==> src/rtl/wlg_pkg.sv <==
package wlg_pkg;
    localparam int WORD_W   = 16;
    localparam int LOCK_POS = 0;
    localparam int RSVD_POS = 1;
    localparam int KEY_LSB  = 2;
    localparam int KEY_W    = WORD_W - KEY_LSB;

    typedef struct packed {
        logic [KEY_W-1:0] key;
        logic             lock;
    } guard_state_t;
endpackage

==> src/rtl/wlg_addr_dec.sv <==
module wlg_addr_dec #(
    parameter int ADDR_W    = 4,
    parameter int NUM_REGS  = 8,
    parameter int PROT_ADDR = 0
) (
    input  logic [ADDR_W-1:0] addr,
    output logic              hit_prot,
    output logic              hit_other
);
    localparam logic [ADDR_W:0] LIMIT = (ADDR_W+1)'(NUM_REGS);
    localparam logic [ADDR_W-1:0] PADDR = ADDR_W'(PROT_ADDR);

    logic in_range;

    always_comb begin
        in_range  = ({1'b0, addr} < LIMIT);
        hit_prot  = (addr == PADDR);
        hit_other = in_range && !hit_prot;
    end
endmodule

==> src/rtl/wlg_key_match.sv <==
module wlg_key_match #(
    parameter int KEY_W = 14
) (
    input  logic [KEY_W-1:0] key_in,
    input  logic [KEY_W-1:0] key_ref,
    output logic             match
);
    logic [KEY_W-1:0] bit_eq;

    for (genvar i = 0; i < KEY_W; i++) begin : g_bit
        assign bit_eq[i] = ~(key_in[i] ^ key_ref[i]);
    end

    assign match = &bit_eq;
endmodule

==> src/rtl/wlg_prot_state.sv <==
module wlg_prot_state
    import wlg_pkg::*;
#(
    parameter logic [KEY_W-1:0] KEY_RESET = 14'h2AAA
) (
    input  logic             clk,
    input  logic             rst_n,
    input  logic             wr_prot,
    input  logic [KEY_W-1:0] wr_key,
    input  logic             wr_lock,
    input  logic             key_ok,
    output guard_state_t     state_q
);
    guard_state_t state_d;

    always_comb begin
        state_d = state_q;
        if (wr_prot) begin
            if (!state_q.lock) begin
                state_d.key  = wr_key;
                state_d.lock = wr_lock;
            end else if (key_ok && !wr_lock) begin
                state_d.lock = 1'b0;
            end
        end
    end

    always_ff @(posedge clk or negedge rst_n) begin
        if (!rst_n) begin
            state_q.key  <= KEY_RESET;
            state_q.lock <= 1'b0;
        end else begin
            state_q <= state_d;
        end
    end

    // unlocked write loads both fields
    a_r3_unlocked_load: assert property (@(posedge clk) disable iff (!rst_n)
        (wr_prot && !state_q.lock) |=> (state_q.key == $past(wr_key)) && (state_q.lock == $past(wr_lock)));
    // matching unlock clears lock
    a_r4_key_unlock: assert property (@(posedge clk) disable iff (!rst_n)
        (wr_prot && state_q.lock && key_ok && !wr_lock) |=> (!state_q.lock && $stable(state_q.key)));
    // wrong key leaves state alone
    a_r5_wrong_key_holds: assert property (@(posedge clk) disable iff (!rst_n)
        (wr_prot && state_q.lock && !key_ok) |=> ($stable(state_q.key) && state_q.lock));
    // relock with matching key keeps state
    a_r6_relock_keeps_key: assert property (@(posedge clk) disable iff (!rst_n)
        (wr_prot && state_q.lock && wr_lock) |=> ($stable(state_q.key) && state_q.lock));
endmodule

==> src/rtl/wlg_read_port.sv <==
module wlg_read_port
    import wlg_pkg::*;
(
    input  logic              clk,
    input  logic              rst_n,
    input  logic              rd_en,
    input  logic              hit_prot,
    input  guard_state_t      state,
    output logic [WORD_W-1:0] rd_data_q
);
    logic [WORD_W-1:0] rd_data_d;
    logic [WORD_W-1:0] word;

    always_comb begin
        word            = '0;
        word[WORD_W-1:KEY_LSB] = state.key;
        word[LOCK_POS]  = state.lock;
        rd_data_d       = rd_data_q;
        if (rd_en) begin
            rd_data_d = hit_prot ? word : '0;
        end
    end

    always_ff @(posedge clk or negedge rst_n) begin
        if (!rst_n) begin
            rd_data_q <= '0;
        end else begin
            rd_data_q <= rd_data_d;
        end
    end

    // reserved bit never reads back as 1
    a_r10_reserved_zero: assert property (@(posedge clk) disable iff (!rst_n)
        rd_data_q[RSVD_POS] == 1'b0);
    // read result appears one cycle after strobe
    a_r2_read_latency: assert property (@(posedge clk) disable iff (!rst_n)
        (rd_en && hit_prot) |=> (rd_data_q[LOCK_POS] == $past(state.lock)));
endmodule

==> src/rtl/wlg_lock_guard.sv <==
module wlg_lock_guard
    import wlg_pkg::*;
#(
    parameter int ADDR_W    = 4,
    parameter int NUM_REGS  = 8,
    parameter int PROT_ADDR = 0,
    parameter logic [13:0] KEY_RESET = 14'h2AAA
) (
    input  logic              clk,
    input  logic              rst_n,
    input  logic [ADDR_W-1:0] addr,
    input  logic [15:0]       wr_data,
    input  logic              wr_en,
    input  logic              rd_en,
    output logic [15:0]       rd_data,
    output logic              wr_permit
);
    logic         hit_prot;
    logic         hit_other;
    logic         key_ok;
    logic         wr_prot;
    logic         rsvd_in;
    guard_state_t state_q;

    wlg_addr_dec #(
        .ADDR_W   (ADDR_W),
        .NUM_REGS (NUM_REGS),
        .PROT_ADDR(PROT_ADDR)
    ) u_dec (
        .addr     (addr),
        .hit_prot (hit_prot),
        .hit_other(hit_other)
    );

    wlg_key_match #(.KEY_W(KEY_W)) u_match (
        .key_in (wr_data[WORD_W-1:KEY_LSB]),
        .key_ref(state_q.key),
        .match  (key_ok)
    );

    assign wr_prot = wr_en && hit_prot;
    assign rsvd_in = wr_data[RSVD_POS];

    wlg_prot_state #(.KEY_RESET(KEY_RESET)) u_state (
        .clk    (clk),
        .rst_n  (rst_n),
        .wr_prot(wr_prot),
        .wr_key (wr_data[WORD_W-1:KEY_LSB]),
        .wr_lock(wr_data[LOCK_POS]),
        .key_ok (key_ok),
        .state_q(state_q)
    );

    wlg_read_port u_rd (
        .clk      (clk),
        .rst_n    (rst_n),
        .rd_en    (rd_en),
        .hit_prot (hit_prot),
        .state    (state_q),
        .rd_data_q(rd_data)
    );

    assign wr_permit = wr_en && hit_other && !state_q.lock;

    // nothing passes while locked
    a_r8_no_permit_locked: assert property (@(posedge clk) disable iff (!rst_n)
        state_q.lock |-> !wr_permit);
    // the protection word itself is never permitted downstream
    a_r8_no_permit_prot: assert property (@(posedge clk) disable iff (!rst_n)
        hit_prot |-> !wr_permit);
    // a reserved-bit write leaves the read-back bit at zero
    a_r10_rsvd_write: assert property (@(posedge clk) disable iff (!rst_n)
        (wr_prot && rsvd_in) |=> !rd_data[RSVD_POS]);
endmodule

==> config.mk <==
export PLATFORM = sky130hd
export DESIGN_NAME = wlg_lock_guard
export DESIGN_NICKNAME = d
export VERILOG_FILES = /design/src/rtl/wlg_pkg.sv /design/src/rtl/wlg_addr_dec.sv /design/src/rtl/wlg_key_match.sv /design/src/rtl/wlg_prot_state.sv /design/src/rtl/wlg_read_port.sv /design/src/rtl/wlg_lock_guard.sv
export SDC_FILE = /design/constraint.sdc
export NUM_CORES = 1
export LEC_CHECK = 0
export BUFFER_PORTS_ARGS = -buffer_cell sky130_fd_sc_hd__buf_2
export CAP_MARGIN = 20
export CORE_MARGIN = 2
export CORE_UTILIZATION = 50
export DETAILED_ROUTE_END_ITERATION = 6
export PLACE_DENSITY = 0.77
export SLEW_MARGIN = 40
export SYNTH_ARGS = -nofsm -noshare
export SYNTH_HDL_FRONTEND = slang
export SYNTH_SLANG_ARGS = --single-unit
==> constraint.sdc <==
create_clock -name clk -period 1.85 [get_ports clk]
set_input_delay 0.2775 -clock clk [delete_from_list [all_inputs] [get_ports clk]]
set_output_delay 0.2775 -clock clk [all_outputs]
set_load 0.005 [all_outputs]
* Word-level counts from Yosys, hierarchy flattened
Index checks and enable logic that the tools add are counted.
** Word-level totals
- Register bits :: 31
- Input port bits :: 24
- Output and inout bits :: 17
- Word-level logic and storage cells :: 47
** Cells by class
- Order comparisons :: 1
- Mux-type cells :: 3
- Bitwise logic cells :: 29
- Reduce and logical (&&, ||, !) cells :: 11
** Operators by type and width (count)
- two-way mux 16 bit :: 1
- inverter 1 bit :: 15
- AND reduction 14 bit :: 1
- XOR 1 bit :: 14
- logical AND 1 bit :: 5
- zero test 4 bit :: 1
- < comparator 4 bit (second input constant) :: 1
- zero test 1 bit :: 3
- two-way mux 1 bit :: 2
- AND reduction 2 bit :: 1

* Logic depth before layout (Yosys ltp)
Gate-level depths: netlist (run 1).
- Depth after elaboration :: 6
- Mapped depth :: 6
- Mapped depth without buffers :: 4

* Cells and area by module
Synthesis (run 1) repeated with hierarchy kept, for this count alone.
** Second synthesis, totals
- Cell total of the unflattened synthesis :: 124
- Area total of the unflattened synthesis :: 1501.4 µm²
** By module, submodules not included
- wlg_read_port :: instances 1, cells each 66, area an instance 669.4 µm²
- wlg_prot_state :: instances 1, cells each 34, area an instance 638.1 µm²
- wlg_key_match :: instances 1, cells each 19, area an instance 157.7 µm²
- wlg_addr_dec :: instances 1, cells each 3, area an instance 21.3 µm²
- wlg_lock_guard :: instances 1, cells each 2, area an instance 15.0 µm²

* Worst setup path before layout (run 1)
No wires, ideal clock.
- Path kind :: in2reg
- Start point :: input addr[2]
- End point :: register u_state.state_q[13] (netlist name)
- Setup time :: 0.125 ns
- Arrival time :: 1.365 ns
- Setup slack :: 0.360 ns
- Stages on the path :: 6
- Buffers on the path :: 2
- Cells stage by stage :: nor3_2 > nand3b_1 > or2_1 > buf_6 > buf_12 > mux2_4
** Between the ends
- Longest elaborated chain between the ends :: 3
** RTL lines
- from (decl) :: RTL line wlg_lock_guard.sv:11 : input logic [ADDR_W-1:0] addr,
- zero test 4 bit :: RTL line wlg_addr_dec.sv:17 : hit_prot = (addr == PADDR);
- logical AND 1 bit :: RTL line wlg_lock_guard.sv:41 : assign wr_prot = wr_en && hit_prot;
- AND reduction 2 bit (no source line)
No other way between the ends.
A chain may end at the register's enable or synchronous reset.

* Worst setup path in the final report (run 1)
- Start point :: register u_state.state_q[0] (netlist name)
- End point :: output wr_permit
** Between the ends
- Longest elaborated chain between the ends :: 2
** RTL lines
- zero test 1 bit :: RTL line wlg_lock_guard.sv:63 : assign wr_permit = wr_en && hit_other && !state_q.lock;
- logical AND 1 bit :: RTL line wlg_lock_guard.sv:63
- to (decl) :: RTL line wlg_lock_guard.sv:16 : output logic wr_permit
No other way between the ends.

==> run summary, run 1 <==
Max_slew headroom - 55.4%
Gate count of the mapped netlist - 122
RSZ-0062 raised after global routing - false
Total routing resource utilization after global routing - 18.2%
Number of distinct library cells after synthesis - 22
Period utilization - 80.6%
Clock sink count - 30
Synthesized area divided by synthesized cell count - 11.5 um2
Area fraction of the dominant cell type after synthesis - 40.9%
Pwr per Cell Area - 747 nW/um2
Total half-perimeter wirelength after legalization and detailed placement - 1.88 mm
CP Capture Type - output port
Detailed-route via count - 970
Max Buffers Root-to-Sink - 2
Minimum setup slack after placement - 0.192 ns
Length of the first detailed-routing pass in iterations - 4
Resize count post-CTS - 0
Die outline width - 57.1 um
Vias per std cell - 4.97
Final standard cell utilization of the core - 61.4%
Residual antenna-violating net count after detailed routing - 0
Antenna diodes - 0
Worst Slack Setup Final - 0.359 ns
Maximum clock rate - 671 MHz
Class of the tightest hold or removal check - primary input to register
Endpoints failing hold - 0
Number of top-level pins - 41
Req. time, crit path - 1.57 ns
CTS clk-pin slew, worst paths - 0.09 ns
Routability congestion estimate from global placement - 0.714
Worst-path fanout max - 5
Number of remaining DRC errors - 0
Synth area leader - sky130_fd_sc_hd__dfrtp_1
H-tree depth - 2
# rows - 19
Wirelength per Cell - 13.5 um
WP data arrival - 1.21 ns
Post-synthesis net count - 146
Area of all placed cells without fillers - 1660 um2
Fin nets - 187
Area of placed instances - 1590 um2
Top post-synthesis cells by area - sky130_fd_sc_hd__dfrtp_1, sky130_fd_sc_hd__dfstp_2, sky130_fd_sc_hd__mux2_4, sky130_fd_sc_hd__xnor2_1, sky130_fd_sc_hd__o21ai_0
Result of the run - finished clean
Category of cells accounting for the largest share of critical-path delay - flip-flops
Leak - 0.813 nW
Vertical die dimension - 57.1 um
Number of buffers inserted by port buffering - 38
Post-Syn Area - 1410 um2
Ratio of cells with drive above 1 in the final layout - 42.1%
Number of register bits inferred by synthesis - 30
Cts bufs inserted - 5
First-pass GRT wire length - 4.37 mm
Slew @ Worst Pin - 0.669 ns
Initial Util - 51.9%
Pin count of the biggest net entering global routing - 31
Clock Root Buffer - sky130_fd_sc_hd__clkbuf_4
Critical path buffers and inverters - 1
Starting DRT DRC Count - 24
Final critical-path required period - 1.49 ns
Final WL - 2.64 mm
Insertion delay of the later-clocked pin in the worst-skew pair - 0.33 ns
Yosys warnings - 0
CP Cell Sequence - nor4b_1 > buf_2
Total Neg Setup Slack - 0 ns
Vias in the first global route - 1,001
Max Slew Vio Count - 0
Grt total ovfl - 0
Portion of the post-synthesis area used by sequential elements - 54.0%
CTS tree - built
Worst IR Drop VDD - 570 uV
Type of the worst setup path - register to output port
Layout Skew - 0.00952 ns
Initial antenna violation count - 0
Full die area - 3260 um2
Slowest stage delay, CP - 0.43 ns
Slowest-stage cell, CP - sky130_fd_sc_hd__dfrtp_1
Core Box Area - 2710 um2
Count of max-cap constraint violations - 0
Count of endpoints failing setup in the final report - 0
CP Launch Type - register
Area Overhead vs Synth - 18.1%
==> cell type report <==
| class | count | area (um2) |
|---|---|---|
| clock inverters | 1 | 5.00 |
| repair buffers | 40 | 208 |
| inverters | 15 | 56.3 |
| fillers | 232 | 1050 |
| multi-input cells | 71 | 541 |
| well taps | 31 | 38.8 |
| clock buffers | 7 | 55.1 |
| flip-flops and latches | 30 | 759 |
==> cell usage after synthesis <==
master                      n
sky130_fd_sc_hd__buf_4      1
sky130_fd_sc_hd__o41ai_1    1
sky130_fd_sc_hd__buf_6      1
sky130_fd_sc_hd__mux2_4    10
sky130_fd_sc_hd__clkbuf_1   2
sky130_fd_sc_hd__dfstp_2    7
sky130_fd_sc_hd__conb_1     1
sky130_fd_sc_hd__xnor2_1   14
sky130_fd_sc_hd__mux2i_1    1
sky130_fd_sc_hd__nand3b_1   1
sky130_fd_sc_hd__and3b_2    1
sky130_fd_sc_hd__mux2_2     4
sky130_fd_sc_hd__nor4b_1    1
sky130_fd_sc_hd__buf_2      1
sky130_fd_sc_hd__dfrtp_1   23
sky130_fd_sc_hd__inv_1     15
sky130_fd_sc_hd__buf_12     1
sky130_fd_sc_hd__nand2_1   17
sky130_fd_sc_hd__nor3_2     1
sky130_fd_sc_hd__or2_1      1
sky130_fd_sc_hd__nand4_1    3
sky130_fd_sc_hd__o21ai_0   15
==> final timing paths <==
kind	startpoint	end	cells past startpoint	slack, ns
min reg2reg	u_rd.rd_data_q[8]	u_rd.rd_data_q[8]	2	0.52
max	u_state.state_q[0]	wr_permit	2	0.36
min in group asynchronous	rst_n	u_rd.rd_data_q[8]	2	0.51
max reg2reg	u_state.state_q[4]	u_state.state_q[0]	4	0.42
min	wr_data[0]	u_state.state_q[0]	3	0.16
max in group asynchronous	rst_n	u_state.state_q[13]	2	0.90
==> power breakdown <==
part / internal (mW) / total [mW] / switching [mW]
Sequential: 0.686 / 0.708 / 0.0215
Clock: 0.184 / 0.411 / 0.227
Combinational: 0.0696 / 0.124 / 0.0542
==> metrics by stage <==
step                      cells  hold WS, ns  power (mW)
after detailed placement    186        0.342       0.844
after global routing        195        0.164        1.30
after CTS                   195        0.148        1.26
after global placement      186        0.331       0.837
after floorplan             122      -0.0181       0.784
final                       195        0.158        1.24
==> worst reg2reg max path, cell delays in order, from the launching register on <==
cell and delay, ns:
sky130_fd_sc_hd__dfstp_2 0.56, sky130_fd_sc_hd__xnor2_1 0.12, sky130_fd_sc_hd__nand4_1 0.14, sky130_fd_sc_hd__o41ai_1 0.42, sky130_fd_sc_hd__nand2_1 0.08
==> registers in the layout, summed over array words and instances (netlist names) <==
name             count
u_rd.rd_data_q      15
u_state.state_q     15
==> layout by cell type, fill, tap and decap left out, drive strengths merged <==
cell type,n
mux2i,1
o21ai,15
dfrtp,23
inv,15
nand2,17
o41ai,1
and3b,1
nor3,1
or2,1
nand4,3
conb,1
dlygate4sd3,1
xnor2,14
buf,39
nand3b,1
clkbuf,7
mux2,14
nor4b,1
dfstp,7
clkinv,1
==> logic make-up (layout without fill, tap and decap cells) <==
| group | count (synthesis) | after routing | share of synthesized area, % |
|---|---|---|---|
| buffers and inverters | 21 | 63 | 7.64 |
| AOI/OAI and AO/OA | 16 | 16 | 5.96 |
| other | 1 | 1 | 0.266 |
| xor gates and xnor gates | 14 | 14 | 8.71 |
| muxes | 15 | 15 | 14.6 |
| and+or+nand+nor | 25 | 25 | 8.89 |
| DFF | 30 | 30 | 54.0 |
==> timing repair <==
item | in CTS | in global routing
hold endpoints to repair | 23 | 0
hold buffers | 1 | 0
setup buffers | 0 | 0
==> routing by layer <==
metal | GRT usage (%) | share of wire, %
met4 | 9.97 | 2.3
met2 | 29.6 | 49
met1 | 21.8 | 44
met3 | 5.44 | 4.7
met5 | 0 | 0
Power figures use the tool's default switching activity.
==> run 2: changes to the inputs <==
- CORE_UTILIZATION: 50 -> 45
- PLACE_DENSITY: 0.77 -> 0.74
- clock period: 1.85 -> 1.3 ns (I/O delays scaled with it)
==> run 2 against run 1 <==
- the flow now finishes with violations (negative setup slack)
- register-to-register slack worse by 0.52 ns
- sequential cell count stayed put
- worst setup slack worse by 0.46 ns
- sequential power is 41% higher
- wire length is 9.4% higher
- clock skew is 0.00058 ns lower
- critical path depth is 2 higher
- critical path type is now register to register
==> run summary, run 2 (same netlist as run 1, synthesis figures left out) <==
Result of the run - finished, violations left
Violated checks - negative setup slack
Min-Delay Endpoint - u_state.state_q[0]
Category of cells accounting for the largest share of critical-path delay - flip-flops
Layout Skew - 0.00894 ns (-0.000581 ns)
Sequential share of power - 55.9% (-1.1 points)
Starting DRT DRC Count - 33 (+38%)
Switching power - 0.432 mW (+43%)
Core Box Area - 3000 um2 (+11%)
Area of all placed cells without fillers - 1820 um2 (+9.4%)
Worst IR Drop VDD - 453 uV (-21%)
Clock sink count - 30 (unchanged)
CP Cell Sequence - xnor2_2 > nand4_1 > o41ai_2 > nand2_1
H-tree depth - 2 (unchanged)
Class of the tightest hold or removal check - primary input to register
Largest registers - u_rd.rd_data_q x15, u_state.state_q x15
Total routing resource utilization after global routing - 17.8% (-0.43 points)
Count of endpoints failing setup in the final report - 2 (+2)
WP data arrival - 1.61 ns (+0.40 ns)
Clock Root Buffer - sky130_fd_sc_hd__clkbuf_4
Pwr per Cell Area - 988 nW/um2 (+32%)
Initial Util - 46.9% (-5.1 points)
Design internal power - 1.37 mW (+45%)
Worst-path fanout max - 3 (-2)
Ratio of cells with drive above 1 in the final layout - 48.6% (+6.5 points)
Slowest-stage cell, CP - sky130_fd_sc_hd__dfstp_2
Area of placed instances - 1700 um2 (+6.8%)
Top Layer Used - met4
Most common cell after layout, fill and taps aside - sky130_fd_sc_hd__buf_2
Share of total power in combinational logic - 12.2% (+2.2 points)
Type of the worst setup path - register to register
Worst-case reg-to-reg path depth - 4 (unchanged)
Period utilization - 107%
Worst R2R Start - u_state.state_q[2]
CP Launch Type - register
Critical R2R Capture - u_state.state_q[0]
Met2 wire length - 1.46 mm (+13%)
Worst Slack Setup Final - -0.0964 ns (-0.456 ns)
Fin nets - 200 (+7.0%)
Initial antenna violation count - 0 (unchanged)
Most frequent cells in the layout - sky130_fd_sc_hd__buf_2, sky130_fd_sc_hd__dfrtp_1, sky130_fd_sc_hd__nand2_1, sky130_fd_sc_hd__inv_1, sky130_fd_sc_hd__o21ai_0
Number of remaining DRC errors - 0 (unchanged)
Worst Hold Margin - 0.0750 ns (-0.0832 ns)
Cts bufs inserted - 5 (unchanged)
Vertical die dimension - 59.9 um (+5.0%)
Count of max-cap constraint violations - 0 (unchanged)
Routed wl met3 - 128 um (+4.1%)
Area Overhead vs Synth - 29.2%
Insertion delay of the later-clocked pin in the worst-skew pair - 0.33 ns (about the same)
RSZ-0062 raised after global routing - true
Vias per std cell - 4.79 (-3.8%)
Max Buffers Root-to-Sink - 2 (unchanged)
Metal1 wirelength - 1.22 mm (+4.6%)
Max Slew Vio Count - 0 (unchanged)
Req. time, crit path - 1.52 ns (-0.05 ns)
Beginning of the worst hold path - wr_data[0]
Final critical-path required period - 1.40 ns
Final-layout fill cell count - 246 (+6.0%)
CTS tree - built
Antenna diodes - 0 (unchanged)
Critical path buffers and inverters - 0 (-1)
Setup slack of the most critical reg-to-reg path - -0.1 ns (-0.52 ns)
Die outline width - 59.9 um (+5.0%)
CTS clk-pin slew, worst paths - 0.09 ns (about the same)
Number of top-level pins - 41 (unchanged)
Routability congestion estimate from global placement - 0.746 (+4.6%)
Pin count of the biggest net entering global routing - 17 (-45%)
Final WL - 2.89 mm (+9.4%)
Residual antenna-violating net count after detailed routing - 0 (unchanged)
Length of the first detailed-routing pass in iterations - 4 (unchanged)
Sequential cell area in the final layout - 759 um2 (unchanged)
Wirelength per Cell - 13.7 um (+1.5%)
Full die area - 3590 um2 (+10%)
Number of buffers inserted by port buffering - 38 (unchanged)
# rows - 20 (+1)
Leak - 0.901 nW (+11%)
Area of the multi-input gates - 588 um2 (+8.8%)
First-pass GRT wire length - 4.52 mm (+3.3%)
CP Capture Type - register
Hold Path Cell Cnt - 3 (unchanged)
Vias in the first global route - 1,021 (+2.0%)
Total half-perimeter wirelength after legalization and detailed placement - 2.04 mm (+8.6%)
Total Neg Setup Slack - -0.178 ns (-0.178 ns)
Maximum clock rate - 716 MHz
Detailed-route via count - 1,005 (+3.6%)
Net Sw Frac - 24.0% (-0.33 points)
Slowest stage delay, CP - 0.57 ns (+0.14 ns)
Endpoints failing hold - 0 (unchanged)
Share of power burned in the clock network - 31.9% (-1.2 points)
Grt total ovfl - 0 (unchanged)
run 2: timing repair:
action                                 CTS  global route
endpoints found under the hold margin   10             0
resized for setup                        4             3
hold buffers                             1             0
buffers inserted                         2             1
gates cloned                             0             1
pin swaps                                3             5
setup endpoints to repair                2            14
run 2: metrics by stage:
step | power (mW) | setup slack, ns | utilization [%] | instances
floorplan | 1.12 | -0.0855 | - | 122
global route | 1.87 | -0.170 | 60.6 | 210
finish | 1.80 | -0.0964 | 60.6 | 210
detailed placement | 1.23 | -0.153 | 56.7 | 198
CTS | 1.81 | -0.0921 | 60.2 | 209
global placement | 1.22 | -0.119 | 56.7 | 198
run 2: cell type report:
| cell class | instances | area share, % |
|---|---|---|
| Sequential cell | 30 | 41.7 |
| Multi-Input combinational cell | 72 | 32.3 |
| Timing Repair Buffer | 52 | 17.3 |
| Inverter | 15 | 3.09 |
| Clock buffer | 7 | 3.03 |
| Tap cell | 33 | 2.27 |
| Clock inverter | 1 | 0.275 |
run 2: power groups by stage:
stage | logic [mW] | registers [mW] | clock network (mW)
finish | 0.220 | 1.00 | 0.573
CTS | 0.216 | 1.00 | 0.593
detailed placement | 0.211 | 1.02 | 0
global placement | 0.205 | 1.02 | 0
global route | 0.241 | 1.01 | 0.619
floorplan | 0.0990 | 1.02 | 0
run 2: worst min-delay path, stage by stage:
cell                      delay, ns
sky130_fd_sc_hd__buf_2         0.07
sky130_fd_sc_hd__mux2i_1       0.05
sky130_fd_sc_hd__nand2_1       0.05
run 2: how the worst max path moves through the flow:
stage,from,end,slack (ns),depth (start not counted)
CTS,u_state.state_q[0],wr_permit,-0.09,3
detailed placement,addr[2],u_state.state_q[13],-0.15,6
global route,u_state.state_q[2],u_state.state_q[0],-0.17,4
finish,u_state.state_q[2],u_state.state_q[0],-0.1,4
floorplan,addr[2],u_state.state_q[13],-0.09,6
global placement,addr[2],u_state.state_q[13],-0.12,6
run 2: layer usage:
| metal | GRT usage (%) | up-vias |
|---|---|---|
| met2 | 28.9 | 27 |
| li1 | - | 499 |
| met1 | 21.0 | 472 |
| met3 | 4.11 | 7 |
| met4 | 11.4 | 0 |
| met5 | 0 | - |
==> run 3: changes to the inputs <==
- CORE_MARGIN: 2 -> unset
==> run 3 against run 2 <==
- the flow finishes with violations (design-rule violations, negative setup slack)
- critical endpoint is now wr_permit
- first-iteration DRC count rose by 18%
- global-route usage rose by 1.8 points
- sequential power barely moved
- highest routed layer unchanged
==> run summary, run 3 (same netlist as run 1, synthesis figures left out) <==
Result of the run - finished, violations left
Violated checks - design-rule violations, negative setup slack
Slowest stage delay, CP - 0.39 ns (-0.18 ns)
CTS clk-pin slew, worst paths - 0.08 ns (about the same)
RSZ-0062 raised after global routing - true
Total Power Consumption - 1.78 mW (-1.0%)
H-tree depth - 2 (unchanged)
Vertical die dimension - 57.9 um (-3.3%)
Type of the worst setup path - register to output port
Routability congestion estimate from global placement - 0.713 (-4.5%)
Cts bufs inserted - 5 (unchanged)
Grt total ovfl - 0 (unchanged)
Final standard cell utilization of the core - 62.5% (+1.9 points)
Number of buffers inserted by port buffering - 38 (unchanged)
First-pass GRT wire length - 4.75 mm (+5.2%)
Slowest-stage cell, CP - sky130_fd_sc_hd__dfrtp_1
CTS tree - built
Most frequent cells in the layout - sky130_fd_sc_hd__buf_2, sky130_fd_sc_hd__dfrtp_1, sky130_fd_sc_hd__nand2_1, sky130_fd_sc_hd__inv_1, sky130_fd_sc_hd__o21ai_0
Worst Slack Setup Final - -0.0849 ns (+0.0115 ns)
Maximum clock rate - 722 MHz (+0.83%)
Most common cell after layout, fill and taps aside - sky130_fd_sc_hd__buf_2
Area Overhead vs Synth - 26.7%
Die outline width - 57.9 um (-3.3%)
Insertion delay of the later-clocked pin in the worst-skew pair - 0.32 ns (about the same)
Largest registers - u_rd.rd_data_q x15, u_state.state_q x15
Wirelength per Cell - 13.3 um (-3.2%)
Worst-path fanout max - 2 (-1)
Max_slew headroom - 56.8%
Total Neg Setup Slack - -0.105 ns (+0.0734 ns)
Max Buffers Root-to-Sink - 2 (unchanged)
Final WL - 2.73 mm (-5.5%)
WP data arrival - 1.19 ns (-0.42 ns)
CP Capture Type - output port
Pin count of the biggest net entering global routing - 31 (+14)
Layout Skew - 0.00972 ns (+0.000775 ns)
Starting DRT DRC Count - 39 (+18%)
Minimum setup slack after placement - -0.152 ns (+0.000644 ns)
Antenna diodes - 0 (unchanged)
Fin nets - 197 (-1.5%)
Count of endpoints failing setup in the final report - 2 (unchanged)
Full die area - 3360 um2 (-6.6%)
Endpoints failing hold - 0 (unchanged)
Final critical-path required period - 1.38 ns (-0.0115 ns)
Number of remaining DRC errors - 5 (+5)
Final-layout fill cell count - 245 (-0.41%)
Ratio of cells with drive above 1 in the final layout - 46.6% (-2.0 points)
Clock sink count - 30 (unchanged)
Req. time, crit path - 1.11 ns (-0.41 ns)
Vias in the first global route - 1,033 (+1.2%)
Core Box Area - 2850 um2 (-5.0%)
Length of the first detailed-routing pass in iterations - 6 (+2)
Max Slew Vio Count - 0 (unchanged)
Slew @ Worst Pin - 0.648 ns
Worst Hold Margin - 0.0961 ns (+0.0211 ns)
Pwr per Cell Area - 998 nW/um2 (+0.97%)
Worst IR Drop VDD - 661 uV (+46%)
Class of the tightest hold or removal check - primary input to register
Count of max-cap constraint violations - 0 (unchanged)
Total half-perimeter wirelength after legalization and detailed placement - 1.99 mm (-2.1%)
Period utilization - 107% (-0.88 points)
Detailed-route via count - 1,008 (+0.30%)
Initial Util - 49.3% (+2.5 points)
Initial antenna violation count - 0 (unchanged)
CP Cell Sequence - buf_6 > nor4b_4 > buf_2
CP Launch Type - register
Setup slack of the most critical reg-to-reg path - -0.02 ns (+0.08 ns)
Vias per std cell - 4.92 (+2.7%)
Total routing resource utilization after global routing - 19.6% (+1.8 points)
Residual antenna-violating net count after detailed routing - 0 (unchanged)
# rows - 19 (-5.0%)
Leak - 0.883 nW (-2.0%)
Clock Root Buffer - sky130_fd_sc_hd__clkbuf_4
Number of top-level pins - 41 (unchanged)
==> run 3: changes by cell type in the layout (fill, tap and decap cells not counted), sizes merged <==
cell	change
or2	-1
buf	-2
==> run 3: layout make-up <==
| class | instances | area [um2] | area share, % |
|---|---|---|---|
| flip-flops and latches | 30 | 759 | 42.6 |
| inverters | 15 | 56.3 | 3.16 |
| clock buffers | 7 | 55.1 | 3.09 |
| repair buffers | 50 | 299 | 16.8 |
| well taps | 31 | 38.8 | 2.18 |
| clock inverters | 1 | 5.00 | 0.281 |
| multi-input cells | 71 | 569 | 31.9 |
==> run 3: what timing repair did <==
item,in CTS,in global routing
hold buffers,1,0
endpoints found under the hold margin,23,0
resized for setup,2,2
setup endpoints to repair,2,2
pin swaps,3,3
buffers inserted,1,1
==> run 3: path summary, 6_finish.rpt <==
kind                                          from                  to  cells after the start
worst max-delay path            u_state.state_q[0]           wr_permit                      3
worst min-delay path                    wr_data[0]  u_state.state_q[0]                      3
worst max register to register  u_state.state_q[2]  u_state.state_q[0]                      4
worst min register to register  u_rd.rd_data_q[10]  u_rd.rd_data_q[10]                      2
max in group asynchronous                    rst_n   u_rd.rd_data_q[0]                      2
min in group asynchronous                    rst_n   u_rd.rd_data_q[5]                      2
==> run 3: critical path, delay by kind of cell, from the launching register on <==
family / cells / cell delay, ns
simple gates: 1 / 0.22
buf+inv: 2 / 0.26
flops: 1 / 0.39
==> run 3: routing by layer <==
metal	global-route usage, %	part of all wire, %	vias up
met1	25.1	45	485
met4	10.2	1.6	0
met2	30.5	48	29
li1	-	-	490
met3	5.36	4.7	4
met5	0	0	-
==> run 3: per-stage QoR <==
stage | std cells | cell area [um2]
finish | 205 | 1780
global route | 205 | 1780
CTS | 204 | 1760
detailed placement | 194 | 1670
global placement | 194 | 1670
floorplan | 122 | 1410
==> run 3: power breakdown <==
group | internal [mW] | switching [mW]
registers | 0.977 | 0.0284
clock network | 0.262 | 0.310
logic | 0.114 | 0.0876
total | 1.35 | 0.426
